**src/rtl/sys_timer_pkg.sv**
```systemverilog
package sys_timer_pkg;

    localparam int CNT_W = 22;  // count steps, bits 30..9 of the words
    localparam int LSB   = 9;

    localparam logic [2:0] IDX_LIMIT_RST = 3'd0;
    localparam logic [2:0] IDX_COUNT     = 3'd1;
    localparam logic [2:0] IDX_LIMIT_KEEP = 3'd2;
    localparam logic [2:0] IDX_MODE      = 3'd4;

    typedef struct packed {
        logic [CNT_W-1:0] lim;
        logic [CNT_W-1:0] cnt;
        logic             reached;
    } cnt_state_t;

endpackage

```
**src/rtl/sys_timer_prescale.sv**
```systemverilog
module sys_timer_prescale #(
    parameter int TICK_CYCLES = 100
) (
    input  logic clk,
    input  logic rst_n,
    input  logic restart,
    output logic tick
);
    localparam int PW = $clog2(TICK_CYCLES + 1);

    typedef struct packed {
        logic [PW-1:0] cnt;
    } pre_t;

    pre_t pre_d, pre_q;

    assign tick = (pre_q.cnt == PW'(TICK_CYCLES - 1));

    always_comb begin
        pre_d = pre_q;
        if (restart || tick) begin
            pre_d.cnt = '0;
        end else begin
            pre_d.cnt = pre_q.cnt + PW'(1);
        end
    end

    always_ff @(posedge clk) begin
        if (!rst_n) begin
            pre_q <= '0;
        end else begin
            pre_q <= pre_d;
        end
    end
endmodule

```
**src/rtl/sys_timer_core.sv**
```systemverilog
module sys_timer_core
    import sys_timer_pkg::*;
(
    input  logic             clk,
    input  logic             rst_n,
    input  logic             tick,
    input  logic             load_rst,
    input  logic             load_keep,
    input  logic             ack,
    input  logic [CNT_W-1:0] new_lim,
    output logic [CNT_W-1:0] lim,
    output logic [CNT_W-1:0] cnt,
    output logic             reached
);
    cnt_state_t st_d, st_q;
    logic [CNT_W:0] step_nxt;
    logic           terminal;

    always_comb begin
        step_nxt = {1'b0, st_q.cnt} + {{CNT_W{1'b0}}, 1'b1};
        if (st_q.lim == '0) begin
            terminal = (st_q.cnt == '1);
        end else begin
            terminal = (step_nxt >= {1'b0, st_q.lim});
        end
    end

    always_comb begin
        st_d = st_q;
        if (ack) begin
            st_d.reached = 1'b0;
        end
        if (tick) begin
            if (terminal) begin
                st_d.cnt     = '0;
                st_d.reached = 1'b1;
            end else begin
                st_d.cnt = step_nxt[CNT_W-1:0];
            end
        end
        if (load_keep) begin
            st_d.lim = new_lim;
        end
        if (load_rst) begin
            st_d.lim     = new_lim;
            st_d.cnt     = '0;
            st_d.reached = 1'b0;
        end
    end

    always_ff @(posedge clk) begin
        if (!rst_n) begin
            st_q <= '0;
        end else begin
            st_q <= st_d;
        end
    end

    assign lim     = st_q.lim;
    assign cnt     = st_q.cnt;
    assign reached = st_q.reached;
endmodule

```
**src/rtl/sys_timer_mode.sv**
```systemverilog
module sys_timer_mode #(
    parameter int NCPU = 4
) (
    input  logic            clk,
    input  logic            rst_n,
    input  logic            wr,
    input  logic [NCPU-1:0] wbits,
    output logic [NCPU-1:0] mode,
    output logic [NCPU-1:0] restart
);
    typedef struct packed {
        logic [NCPU-1:0] bits;
    } mode_t;

    mode_t md_d, md_q;

    always_comb begin
        md_d    = md_q;
        restart = '0;
        if (wr) begin
            md_d.bits = wbits;
            restart   = wbits ^ md_q.bits;
        end
    end

    always_ff @(posedge clk) begin
        if (!rst_n) begin
            md_q <= '0;
        end else begin
            md_q <= md_d;
        end
    end

    assign mode = md_q.bits;
endmodule

```
**src/rtl/sys_timer_mctl.sv**
```systemverilog
module sys_timer_mctl
    import sys_timer_pkg::*;
#(
    parameter int NCPU        = 4,
    parameter int TICK_CYCLES = 100
) (
    input  logic            clk,
    input  logic            rst_n,
    input  logic            bus_valid,
    input  logic            bus_write,
    input  logic [2:0]      bus_index,
    input  logic [31:0]     bus_wdata,
    output logic [31:0]     bus_rdata,
    output logic            sys_irq,
    output logic [NCPU-1:0] cpu_user_mode,
    output logic [NCPU-1:0] cpu_restart
);
    localparam int PAD = 32 - NCPU;

    logic             wr_lim_rst, wr_lim_keep, wr_mode, rd_ack, rd_act;
    logic             tick;
    logic [CNT_W-1:0] lim, cnt;
    logic             reached;

    assign rd_act      = bus_valid && !bus_write;
    assign wr_lim_rst  = bus_valid && bus_write && (bus_index == IDX_LIMIT_RST);
    assign wr_lim_keep = bus_valid && bus_write && (bus_index == IDX_LIMIT_KEEP);
    assign wr_mode     = bus_valid && bus_write && (bus_index == IDX_MODE);
    assign rd_ack      = rd_act && (bus_index == IDX_LIMIT_RST);

    sys_timer_prescale #(.TICK_CYCLES(TICK_CYCLES)) u_pre (
        .clk     (clk),
        .rst_n   (rst_n),
        .restart (wr_lim_rst),
        .tick    (tick)
    );

    sys_timer_core u_core (
        .clk       (clk),
        .rst_n     (rst_n),
        .tick      (tick),
        .load_rst  (wr_lim_rst),
        .load_keep (wr_lim_keep),
        .ack       (rd_ack),
        .new_lim   (bus_wdata[LSB +: CNT_W]),
        .lim       (lim),
        .cnt       (cnt),
        .reached   (reached)
    );

    sys_timer_mode #(.NCPU(NCPU)) u_mode (
        .clk     (clk),
        .rst_n   (rst_n),
        .wr      (wr_mode),
        .wbits   (bus_wdata[NCPU-1:0]),
        .mode    (cpu_user_mode),
        .restart (cpu_restart)
    );

    always_comb begin
        bus_rdata = '0;
        if (rd_act) begin
            case (bus_index)
                IDX_LIMIT_RST: bus_rdata = {1'b0, lim, {LSB{1'b0}}};
                IDX_COUNT:     bus_rdata = {reached, cnt, {LSB{1'b0}}};
                IDX_MODE:      bus_rdata = {{PAD{1'b0}}, cpu_user_mode};
                default:       bus_rdata = '0;
            endcase
        end
    end

    assign sys_irq = reached;
endmodule

```
**config.mk**
```make
export PLATFORM = sky130hd
export DESIGN_NAME = sys_timer_mctl
export DESIGN_NICKNAME = d
export VERILOG_FILES = /design/src/rtl/sys_timer_pkg.sv /design/src/rtl/sys_timer_prescale.sv /design/src/rtl/sys_timer_core.sv /design/src/rtl/sys_timer_mode.sv /design/src/rtl/sys_timer_mctl.sv
export SDC_FILE = /design/constraint.sdc
export NUM_CORES = 1
export LEC_CHECK = 0
export CAP_MARGIN = 20
export CORE_MARGIN = 8
export CORE_UTILIZATION = 50
export DETAILED_ROUTE_END_ITERATION = 12
export DONT_BUFFER_PORTS = 1
export PLACE_DENSITY = 0.65
export SYNTH_ARGS = -nofsm -noshare
export SYNTH_HDL_FRONTEND = slang
export SYNTH_SLANG_ARGS = --single-unit
```
**constraint.sdc**
```tcl
create_clock -name clk -period 7.32 [get_ports clk]
set_input_delay 1.464 -clock clk [delete_from_list [all_inputs] [get_ports clk]]
set_output_delay 1.464 -clock clk [all_outputs]
set_load 0.05 [all_outputs]
```
==> results of run 1 <==
-- flip-flops by register name, summed over array words and instances, names as in the netlist --
signal          cells
u_core.cnt         22
u_core.reached      1
u_mode.mode         4
u_core.lim         22
u_pre.pre_q         7
-- per-layer routing --
metal	wire [µm]	vias to the layer above
met5	0	-
li1	-	1718
met4	125	0
met1	4682	1614
met2	4438	128
met3	871	10
-- cell usage after synthesis, drive strengths merged, types with 5 or more instances --
cell / count / area share (%)
a21boi: 22 / 4.1
a21oi: 23 / 3.3
a22oi: 22 / 4.1
and2: 15 / 2.4
and3: 8 / 1.4
and4: 6 / 1.4
buf: 20 / 3.7
clkbuf: 22 / 2.1
dfxtp: 56 / 28
ha: 24 / 7.5
inv: 25 / 2.4
nand2: 74 / 7.0
nand3: 23 / 3.5
nand4: 9 / 1.4
nor2: 39 / 3.7
nor2b: 10 / 1.6
nor3: 10 / 1.5
nor4: 10 / 2.3
o21ai: 9 / 1.1
o221ai: 8 / 2.2
o22ai: 5 / 0.78
xnor2: 21 / 4.6
xor2: 8 / 1.8
-- final cells by class --
cell class | count | area share [%]
clock inverters | 2 | 0.9486
well taps | 102 | 3.121
inverters | 25 | 2.295
repair buffers | 6 | 1.285
flip-flops and latches | 56 | 27.42
clock buffers | 6 | 2.020
multi-input cells | 387 | 62.91
-- how the worst max path moves through the flow --
stage	start	end	cells after the start
3_5_place_dp	bus_write	bus_rdata[20]	3
6_report	bus_write	bus_rdata[20]	3
3_3_place_gp	bus_write	bus_rdata[20]	3
4_1_cts	bus_write	bus_rdata[20]	3
5_1_grt	bus_write	bus_rdata[20]	3
2_1_floorplan	bus_index[2]	bus_rdata[11]	5
-- cell families after synthesis --
group,after synthesis,synth area share [%]
and+or+nand+nor,215,28.51
AOI/OAI and AO/OA,110,20.23
buffers and inverters,67,8.155
DFF,56,28.11
xor gates and xnor gates,29,6.368
adders and majority gates,24,7.528
muxes,4,1.004
other,1,0.09401
-- through the flow --
step	hold slack [ps]	worst slack [ps]	cell area, µm²	power [mW]	instances
finish	444.0	2833	4089	0.6698	584
floorplan	413.0	2780	4004	0.4487	510
global route	485.4	2713	4089	0.6950	584
detailed placement	434.3	2811	3953	0.4529	575
global placement	422.8	2843	3953	0.4503	575
CTS	449.9	2807	4074	0.6723	583
-- power by group through the flow --
stage	Combinational, mW	Sequential (mW)	Clock (mW)
2_1_floorplan	0.126	0.323	0
3_3_place_gp	0.119	0.332	0
3_5_place_dp	0.121	0.332	0
4_1_cts	0.122	0.325	0.226
5_1_grt	0.134	0.326	0.235
6_report	0.126	0.325	0.219
==> run metrics, run 1 <==
Root Driver=clkbuf_8; DRT Wirelength=10,120 µm; core area=7727 µm²; hold_buf cts=0; Int Power=0.4654 mW; Max Slew Vio Count=0; Longest Clk Path Bufs=2; synthesized cell area=3989 µm²; Synth warnings=0; Sw Ratio=30.51%; post-route core utilization=52.91%; Fill cells=728; vias in the first global route=3,379; Skew-Pair Late Insertion Delay=320 ps; Final #Nets=544; critical setup path kind=input port to primary output; Multi-input gate area=2572 µm²; die width=105.3 µm; cts repair resizes=0; CP endpoint kind=primary output; gr ovfl total=0; PD cells=163.8 nW/µm²; register area share after synthesis=28.11%; number of detailed-route iterations in the first pass=5; row cnt=32; Worst-Margin Slew=978.7 ps; unrepaired setup endpoints after global routing=false; ant diodes=0; Leak=1.418 nW; TritonCTS clock tree=done; die area=11,090 µm²; initial drt markers=221; area growth from synthesis to layout=2.509%; buffers and inverters on the worst path=0; Hold Crit Depth=1; initial core utilization=51.62%; Tmin final=4487 ps; M2 GR Usage=28.33%; end of the worst hold path=u_pre.pre_q[0]; wire length of the first global-routing pass=16,740 µm; clock group share of total power=32.7%; DP HPWL=7462 µm; post-synth cell types=65; worst min-delay path category=flip-flop to flip-flop; flops & latches, synth=56; RR Startpoint=u_core.cnt[0]; DRC viols=0; Final Cycle Share=61.30%; commonest non-fill, non-tap cells in the layout=nand2_1 (73), dfxtp_1 (56), nor2_1 (39); Critical Path Slowest Stage Cell=nor2_1; Register-to-Register Path Depth=12; Worst Skew=11.74 ps; fraction of registers with async set/reset=0%; largest net degree at the start of global routing=41; ys flop type=dfxtp_1; Hold Crit Start=u_pre.pre_q[0]; Hold Vio Cnt, Final=0; routability cong.=0.8711; clock sink total=56; commonest non-fill, non-tap cell in the layout=nand2_1; critical path, cell by cell=nand2b_1 > a211o_1 > nor2_1; met3 usage=4.933%; sw power=0.2043 mW; relative slew slack=34.75%; global route hottest layer=met2; H-Tree Depth=2; Port Buffers=0; outcome=complete, no violations; CP Launch Type=input port; final setup vio count=0; Comb pwr share=18.8%; vias=3,470; Max VDD drop=0.08523 mV; Critical Path AT=3020 ps; Peak Freq=0.2229 GHz; total I/O pin count=80; post-CTS setup buffers=0; CTS clk-pin slew, worst paths=110 ps; Avg Cell Area, Syn=7.883 µm²; Max Cap Viol=0; post-route ant nets=0; register area=1121 µm²; Syn Inst Count=506; slowest cell delay on critical path=840 ps; GR Util All Layers=18.00%; vias per inst=5.942; crit path max fanout=22; Die Y=105.3 µm; CTS buffer count=5; routed len/inst=17.32 µm; Worst R2R Setup Slack=3090 ps; reg2reg end=u_core.cnt[2]; Crit path required time=5860 ps; GR Layer Usage met1=23.19%; setup TNS=0 ps; CP delay by family, top=simple AND/OR/NAND/NOR gates; initial antenna violation count=0; sequential power share=48.6%; EDFF count, synth=0; share of cells above drive strength 1=7.261%
No activity file was read; power rests on OpenSTA's default activity.
==> run 2, diff against run 1 <==
--- a/config.mk
+++ b/config.mk
@@ -5,12 +5,13 @@
 export SDC_FILE = /design/constraint.sdc
 export NUM_CORES = 1
 export LEC_CHECK = 0
+export ABC_AREA = 1
 export CAP_MARGIN = 20
 export CORE_MARGIN = 8
 export CORE_UTILIZATION = 50
 export DETAILED_ROUTE_END_ITERATION = 12
 export DONT_BUFFER_PORTS = 1
-export PLACE_DENSITY = 0.65
+export PLACE_DENSITY = 0.68
 export SYNTH_ARGS = -nofsm -noshare
 export SYNTH_HDL_FRONTEND = slang
 export SYNTH_SLANG_ARGS = --single-unit
==> constraint.sdc (replaced) <==
create_clock -name clk -period 3.88 [get_ports clk]
set_input_delay 0.776 -clock clk [delete_from_list [all_inputs] [get_ports clk]]
set_output_delay 0.776 -clock clk [all_outputs]
set_load 0.05 [all_outputs]
==> run 2 against run 1 <==
- clock-buffer cell count decreased by 1
- core utilization is 5.1 points higher
- largest cell class unchanged
- highest routed layer unchanged
- via count rose by 6.2%
- global-route usage up 1.9 points
- final cell count is 20% higher
- clock power rose by 81%
==> run metrics, run 2 <==
Worst Skew=14.04 ps (was 11.74 ps); Hold Vio Cnt, Final=0 (unchanged); DP Area=4080 µm² (was 3953 µm²); register area share after synthesis=29.52% (was 28.11%); most frequent cells after synthesis=inv_1 (117), nand2_1 (90), nor2_1 (63) (was nand2_1 (73), dfxtp_1 (56), nor2_1 (39)); end of the worst hold path=u_pre.pre_q[0] (unchanged); Avg Cell Area, Syn=6.593 µm² (was 7.883 µm²); Max Cap Viol=0 (unchanged); vias=3,684 (was 3,470); initial core utilization=52.08% (was 51.62%); post-synth cell types=31 (was 65); outcome=complete, no violations (unchanged); routed len/inst=14.48 µm (was 17.32 µm); Register-to-Register Path Depth=19 (was 12); Fill cells=742 (was 728); Critical Path AT=3320 ps (was 3020 ps); crit-path most repeated cell=nor2_1; Synth warnings=0 (unchanged); fraction of registers with async set/reset=0% (unchanged); commonest non-fill, non-tap cell in the layout=inv_1 (was nand2_1); CTS clk-pin slew, worst paths=110 ps (about the same); CP delay by family, top=simple AND/OR/NAND/NOR gates (unchanged); gr ovfl total=0 (unchanged); TritonCTS clock tree=done (unchanged); area growth from synthesis to layout=11.50% (was 2.509%); Hold Crit Depth=1 (unchanged); die area=10,640 µm² (was 11,090 µm²); most instantiated library cell after synthesis=inv_1 (was nand2_1); crit path max fanout=17 (was 22); die width=103.2 µm (was 105.3 µm); Max VDD drop=0.1194 mV (was 0.08523 mV); DP HPWL=7979 µm (was 7462 µm); post-CTS setup buffers=0 (unchanged); Longest Clk Path Bufs=2 (unchanged); RR Startpoint=u_core.cnt[0] (unchanged); Final #Nets=663 (was 544); unrepaired setup endpoints after global routing=false (unchanged); post-route ant nets=0 (unchanged); cts repair resizes=0 (unchanged); buffers and inverters on the worst path=4 (was 0); commonest non-fill, non-tap cells in the layout=inv_1 (117), nand2_1 (90), nor2_1 (63) (was nand2_1 (73), dfxtp_1 (56), nor2_1 (39)); Hold Crit Start=u_pre.pre_q[0] (unchanged); ys flop type=dfxtp_1 (unchanged); final setup vio count=0 (unchanged); ant diodes=0 (unchanged); CTS buffer count=5 (unchanged); Worst-Margin Slew=786.3 ps (was 978.7 ps); Peak Freq=0.3219 GHz; DRC viols=0 (unchanged); Final Cycle Share=80.07%; synthesized cell area=3797 µm² (was 3989 µm²); final instance area=4234 µm² (was 4089 µm²); Critical Path Slowest Stage Cell=dfxtp_1 (was nor2_1); hold_buf cts=0 (unchanged); setup TNS=0 ps (unchanged); H-Tree Depth=2 (unchanged); critical setup path kind=flip-flop to flip-flop (was input port to primary output); EDFF count, synth=0 (unchanged); worst min-delay path category=flip-flop to flip-flop (unchanged); relative slew slack=47.46% (was 34.75%); routability cong.=0.9653 (was 0.8711); CP Launch Type=flip-flop (was input port); number of detailed-route iterations in the first pass=4 (was 5); critical path, cell by cell=ha_1 > nand3_2 > inv_2 > nand4_1 > nor2_1 > xor2_1 > inv_1 > ha_1 > inv_1 > nor2_1 > nand2_1 > nor2_1 > nand2_1 > a21oi_1 > nor2_1 > nand2_2 > nand3_4 > nand2_1 > inv_1 (was nand2b_1 > a211o_1 > nor2_1); total I/O pin count=80 (unchanged); Die Y=103.2 µm (was 105.3 µm); Max Slew Vio Count=0 (unchanged); flops & latches, synth=56 (unchanged); largest net degree at the start of global routing=45 (was 41); Leak=1.959 nW (was 1.418 nW); reg2reg end=u_core.cnt[13] (was u_core.cnt[2]); Worst R2R Setup Slack=770 ps (was 3090 ps); core area=7292 µm² (was 7727 µm²); Syn Inst Count=576 (was 506); GR Util All Layers=19.89% (was 18.00%); row cnt=31 (was 32); clock sink total=56 (unchanged); Skew-Pair Late Insertion Delay=320 ps (about the same); Synth area leaders=dfxtp_1 (30%), inv_1 (12%), nand2_1 (8.9%) (was dfxtp_1 (28%), ha_1 (7.5%), nand2_1 (6.9%)); Tmin final=3107 ps; slowest cell delay on critical path=420 ps (was 840 ps); vias per inst=5.263 (was 5.942); Synth top area share=29.52% (was 28.11%); initial drt markers=214 (was 221); DRT Wirelength=10,140 µm (was 10,120 µm); PD cells=267.9 nW/µm² (was 163.8 nW/µm²); share of cells above drive strength 1=11.15% (was 7.261%); wire length of the first global-routing pass=16,790 µm (was 16,740 µm); top cell type by total area after synthesis=dfxtp_1 (unchanged); Root Driver=clkbuf_8 (unchanged); Crit path required time=4090 ps (was 5860 ps); vias in the first global route=3,572 (was 3,379); initial antenna violation count=0 (unchanged); Port Buffers=0 (unchanged); CP endpoint kind=flip-flop (was primary output)
-- run 2: cell types whose count changed after synthesis, moves of 14 or more --
cell	previous run	this run
a21boi_0	22	0
a21oi_1	21	41
a22oi_1	22	0
and2_1	14	0
inv_1	25	117
nand2_1	73	90
nor2_1	39	63
o21ai_0	3	32
o22ai_1	5	31
xnor2_1	21	7
-- run 2: cell type report --
| cell class | instances | area [µm²] | share of cell area (%) |
|---|---|---|---|
| Multi-Input combinational cell | 381 | 2130 | 50.30 |
| Clock inverter | 3 | 42.54 | 1.005 |
| Clock buffer | 5 | 68.82 | 1.625 |
| Tap cell | 99 | 123.9 | 2.926 |
| Inverter | 120 | 450.4 | 10.64 |
| Sequential cell | 56 | 1121 | 26.48 |
| Timing Repair Buffer | 36 | 297.8 | 7.033 |
-- run 2: worst max-delay path by stage --
| stage | from | to | cells past startpoint |
|---|---|---|---|
| global placement | u_core.cnt[0] | u_core.cnt[12] | 19 |
| floorplan | bus_index[2] | bus_rdata[31] | 4 |
| finish | u_core.cnt[0] | u_core.cnt[13] | 19 |
| CTS | u_core.cnt[0] | u_core.cnt[13] | 19 |
| detailed placement | u_core.cnt[0] | u_core.cnt[13] | 19 |
| global route | u_core.cnt[0] | u_core.cnt[13] | 19 |
-- run 2: worst register-to-register path, cell delays in order, from the launching register on --
cell     delay [ps]
dfxtp_1         420
ha_1            260
nand3_2         120
inv_2            90
nand4_1         150
nor2_1          200
xor2_1          250
inv_1            80
ha_1            290
inv_1            40
nor2_1          180
nand2_1          80
nor2_1           80
nand2_1          70
a21oi_1         130
nor2_1           70
nand2_2          80
nand3_4         230
nand2_1         150
inv_1            40
-- run 2: per-layer routing --
metal,vias up,share of wire (%),global-route usage (%),routed length (µm)
met5,-,0,0,0
met4,0,1.6,6.340,161
met3,13,7.6,4.389,775
met2,98,47,33.15,4768
met1,1696,44,24.79,4432
li1,1877,-,-,-
-- run 2: report_power, final --
part,internal [mW],switching [mW]
clock network,0.192,0.206
registers,0.586,0.0104
logic,0.0413,0.0991
-- run 2: cell families after synthesis --
logic type,Yosys count,synth area share (%)
buffers and inverters,143,15.06
other,1,0.09875
AOI/OAI and AO/OA,108,15.52
DFF,56,29.52
and+or+nand+nor,222,26.82
adders and majority gates,24,7.908
xor gates and xnor gates,22,5.074
-- run 2: through the flow --
stage	setup WS, ps	power (mW)	instances	hold slack (ps)	utilization, %
global placement	839.1	0.7421	690	431.4	55.95
detailed placement	803.5	0.7466	690	436.7	55.95
floorplan	714.4	0.7192	580	417.6	-
CTS	767.7	1.134	698	453.4	57.48
finish	773.4	1.134	700	451.0	58.06
global route	487.6	1.177	700	484.9	58.06
==> run 3, diff against run 2 <==
==> constraint.sdc (replaced) <==
create_clock -name clk -period 2.5 [get_ports clk]
set_input_delay 0.5 -clock clk [delete_from_list [all_inputs] [get_ports clk]]
set_output_delay 0.5 -clock clk [all_outputs]
set_load 0.05 [all_outputs]
==> run 3 against run 2 <==
- cell area grew 16%
- largest cell class unchanged
- combinational power grew 87%
- sequential power grew 54%
- first-iteration DRC count grew 18%
- final cell count grew 10%
- core utilization grew 9.5 points
- the flow now finishes with violations (negative setup slack)
- highest routed layer unchanged
- hold slack lost 150 ps
==> run metrics, run 3 (synthesized netlist as in run 2, its figures left out) <==
hold_buf cts=0 (unchanged); # placed instances=746 (was 690); commonest non-fill, non-tap cells in the layout=inv_1 (115), buf_4 (102), nand2_1 (81) (was inv_1 (117), nand2_1 (90), nor2_1 (63)); H-Tree Depth=2 (unchanged); Final #Nets=734 (was 663); area growth from synthesis to layout=29.65% (was 11.50%); failing checks=negative setup slack; final setup vio count=23 (was 0); Hold Slack=302.3 ps (was 451.0 ps); commonest non-fill, non-tap cell in the layout=inv_1 (unchanged); PD cells=351.1 nW/µm² (was 267.9 nW/µm²); Register-to-Register Path Depth=20 (was 19); die width=103.2 µm (unchanged); clock group share of total power=31.7% (was 35.0%); Root Driver=clkbuf_8 (unchanged); initial antenna violation count=0 (unchanged); Sw Ratio=29.98% (was 27.77%); post-route ant nets=0 (unchanged); worst min-delay path category=input port to flip-flop (was flip-flop to flip-flop); CTS buffer count=5 (unchanged); Max Cap Viol=0 (unchanged); Comb pwr share=15.2% (was 12.4%); initial drt markers=253 (was 214); DRC viols=0 (unchanged); Max Slew Vio Count=0 (unchanged); total I/O pin count=80 (unchanged); Int Power=1.211 mW (was 0.8192 mW); Critical Path AT=3060 ps (was 3320 ps); gr ovfl total=0 (unchanged); Hold Crit Depth=2 (was 1); share of cells above drive strength 1=26.19% (was 11.15%); sw power=0.5182 mW (was 0.3150 mW); number of detailed-route iterations in the first pass=5 (was 4); outcome=finished with violations (was complete, no violations); row cnt=31 (unchanged); clock sink total=56 (unchanged); Die Y=103.2 µm (unchanged); Worst-Margin Slew=962.3 ps (was 786.3 ps); Peak Freq=0.3530 GHz (was 0.3219 GHz); vias in the first global route=3,877 (was 3,572); Max VDD drop=0.2631 mV (was 0.1194 mV); CTS clk-pin slew, worst paths=110 ps (about the same); critical setup path kind=flip-flop to flip-flop (unchanged); vias=4,083 (was 3,684); initial core utilization=52.08% (unchanged); final worst slack=-333.2 ps (was 773.4 ps); largest net degree at the start of global routing=41 (was 45); relative slew slack=35.78% (was 47.46%); routed len/inst=15.33 µm (was 14.48 µm); DRT Wirelength=11,820 µm (was 10,140 µm); Skew-Pair Late Insertion Delay=320 ps (about the same); Hold Vio Cnt, Final=0 (unchanged); Final Cycle Share=113.3% (was 80.07%); sequential power share=53.1% (was 52.6%); Longest Clk Path Bufs=2 (unchanged); ant diodes=0 (unchanged); CP Launch Type=flip-flop (unchanged); DP HPWL=8539 µm (was 7979 µm); TritonCTS clock tree=done (unchanged); crit path max fanout=8 (was 17); core area=7292 µm² (unchanged); Place WS=-426.7 ps (was 803.5 ps); Tmin final=2833 ps (was 3107 ps); routability cong.=0.9363 (was 0.9653); Leak=2.290 nW (was 1.959 nW); GR Util All Layers=21.55% (was 19.89%); Worst Skew=9.665 ps (was 14.04 ps); CP endpoint kind=flip-flop (unchanged); Post-Layout Cell Count=771 (was 700); setup TNS=-6387 ps (was 0 ps); Crit path required time=2730 ps (was 4090 ps); vias per inst=5.296 (was 5.263); unrepaired setup endpoints after global routing=true (was false); wire length of the first global-routing pass=17,910 µm (was 16,790 µm); die area=10,640 µm² (unchanged); Port Buffers=0 (unchanged)
## run 3: cell types whose count changed in the layout (fill, tap and decap cells not counted), sizes merged
| cell | change |
|---|---|
| buf | +69 |
| bufinv | -1 |
| clkbuf | +1 |
| clkinvlp | -1 |
| inv | +1 |
| nand3 | +2 |
## run 3: routing by layer
metal / GRT usage, % / routed length [µm] / vias up
met5: 0 / 0 / -
met1: 25.59 / 4769 / 1862
met2: 36.72 / 5694 / 180
met3: 3.646 / 1031 / 32
li1: - / - / 2009
met4: 10.46 / 320 / 0
## run 3: worst max-delay path, cell delays in order (launching register included)
cell	delay, ps
dfxtp_2	380
ha_4	150
nand3_4	70
inv_4	60
nand2_4	50
nor2_4	150
nand2_2	80
xor2_2	210
inv_1	110
ha_4	290
nand2_2	80
nor2_4	120
nand2_1	60
nor2_1	80
nand2_1	90
a21oi_2	130
nor2_1	60
nand2_2	170
nand3_4	220
nand2_2	140
inv_2	30
## run 3: power by group through the flow
| stage | sequential, mW | clock, mW | combinational (mW) |
|---|---|---|---|
| 6_report | 0.918 | 0.548 | 0.262 |
| 5_1_grt | 0.921 | 0.588 | 0.281 |
| 4_1_cts | 0.919 | 0.557 | 0.253 |
| 3_5_place_dp | 0.941 | 0 | 0.229 |
| 3_3_place_gp | 0.940 | 0 | 0.224 |
| 2_1_floorplan | 0.944 | 0 | 0.173 |
## run 3: what timing repair did
action                                  4_1_cts  5_1_grt
setup buffers                                12        3
cloned                                        2        0
pin swaps                                    24       15
gates resized for setup                      30       17
endpoints found under the setup margin       23       23
## run 3: cell type report
type	instances	area [µm²]
Sequential cell	56	1137
Clock inverter	2	13.76
Fill cell	618	2369
Tap cell	99	123.9
Clock buffer	6	82.58
Timing Repair Buffer	105	808.3
Inverter	120	452.9
Multi-Input combinational cell	383	2305
## run 3: final timing paths
| kind | end | slack (ps) | start |
|---|---|---|---|
| max reg2reg | u_core.cnt[16] | -330 | u_core.cnt[1] |
| min reg2reg | u_pre.pre_q[0] | 460 | u_pre.pre_q[0] |
| max | u_core.cnt[16] | -330 | u_core.cnt[1] |
| min | u_core.lim[17] | 300 | rst_n |
## run 3: per-stage QoR
step | total power, mW | cell area (µm²) | util (%)
floorplan | 1.116 | 3821 | -
global placement | 1.164 | 4517 | 61.94
detailed placement | 1.170 | 4517 | 61.94
CTS | 1.730 | 4837 | 66.33
global route | 1.790 | 4923 | 67.52
finish | 1.729 | 4923 | 67.52
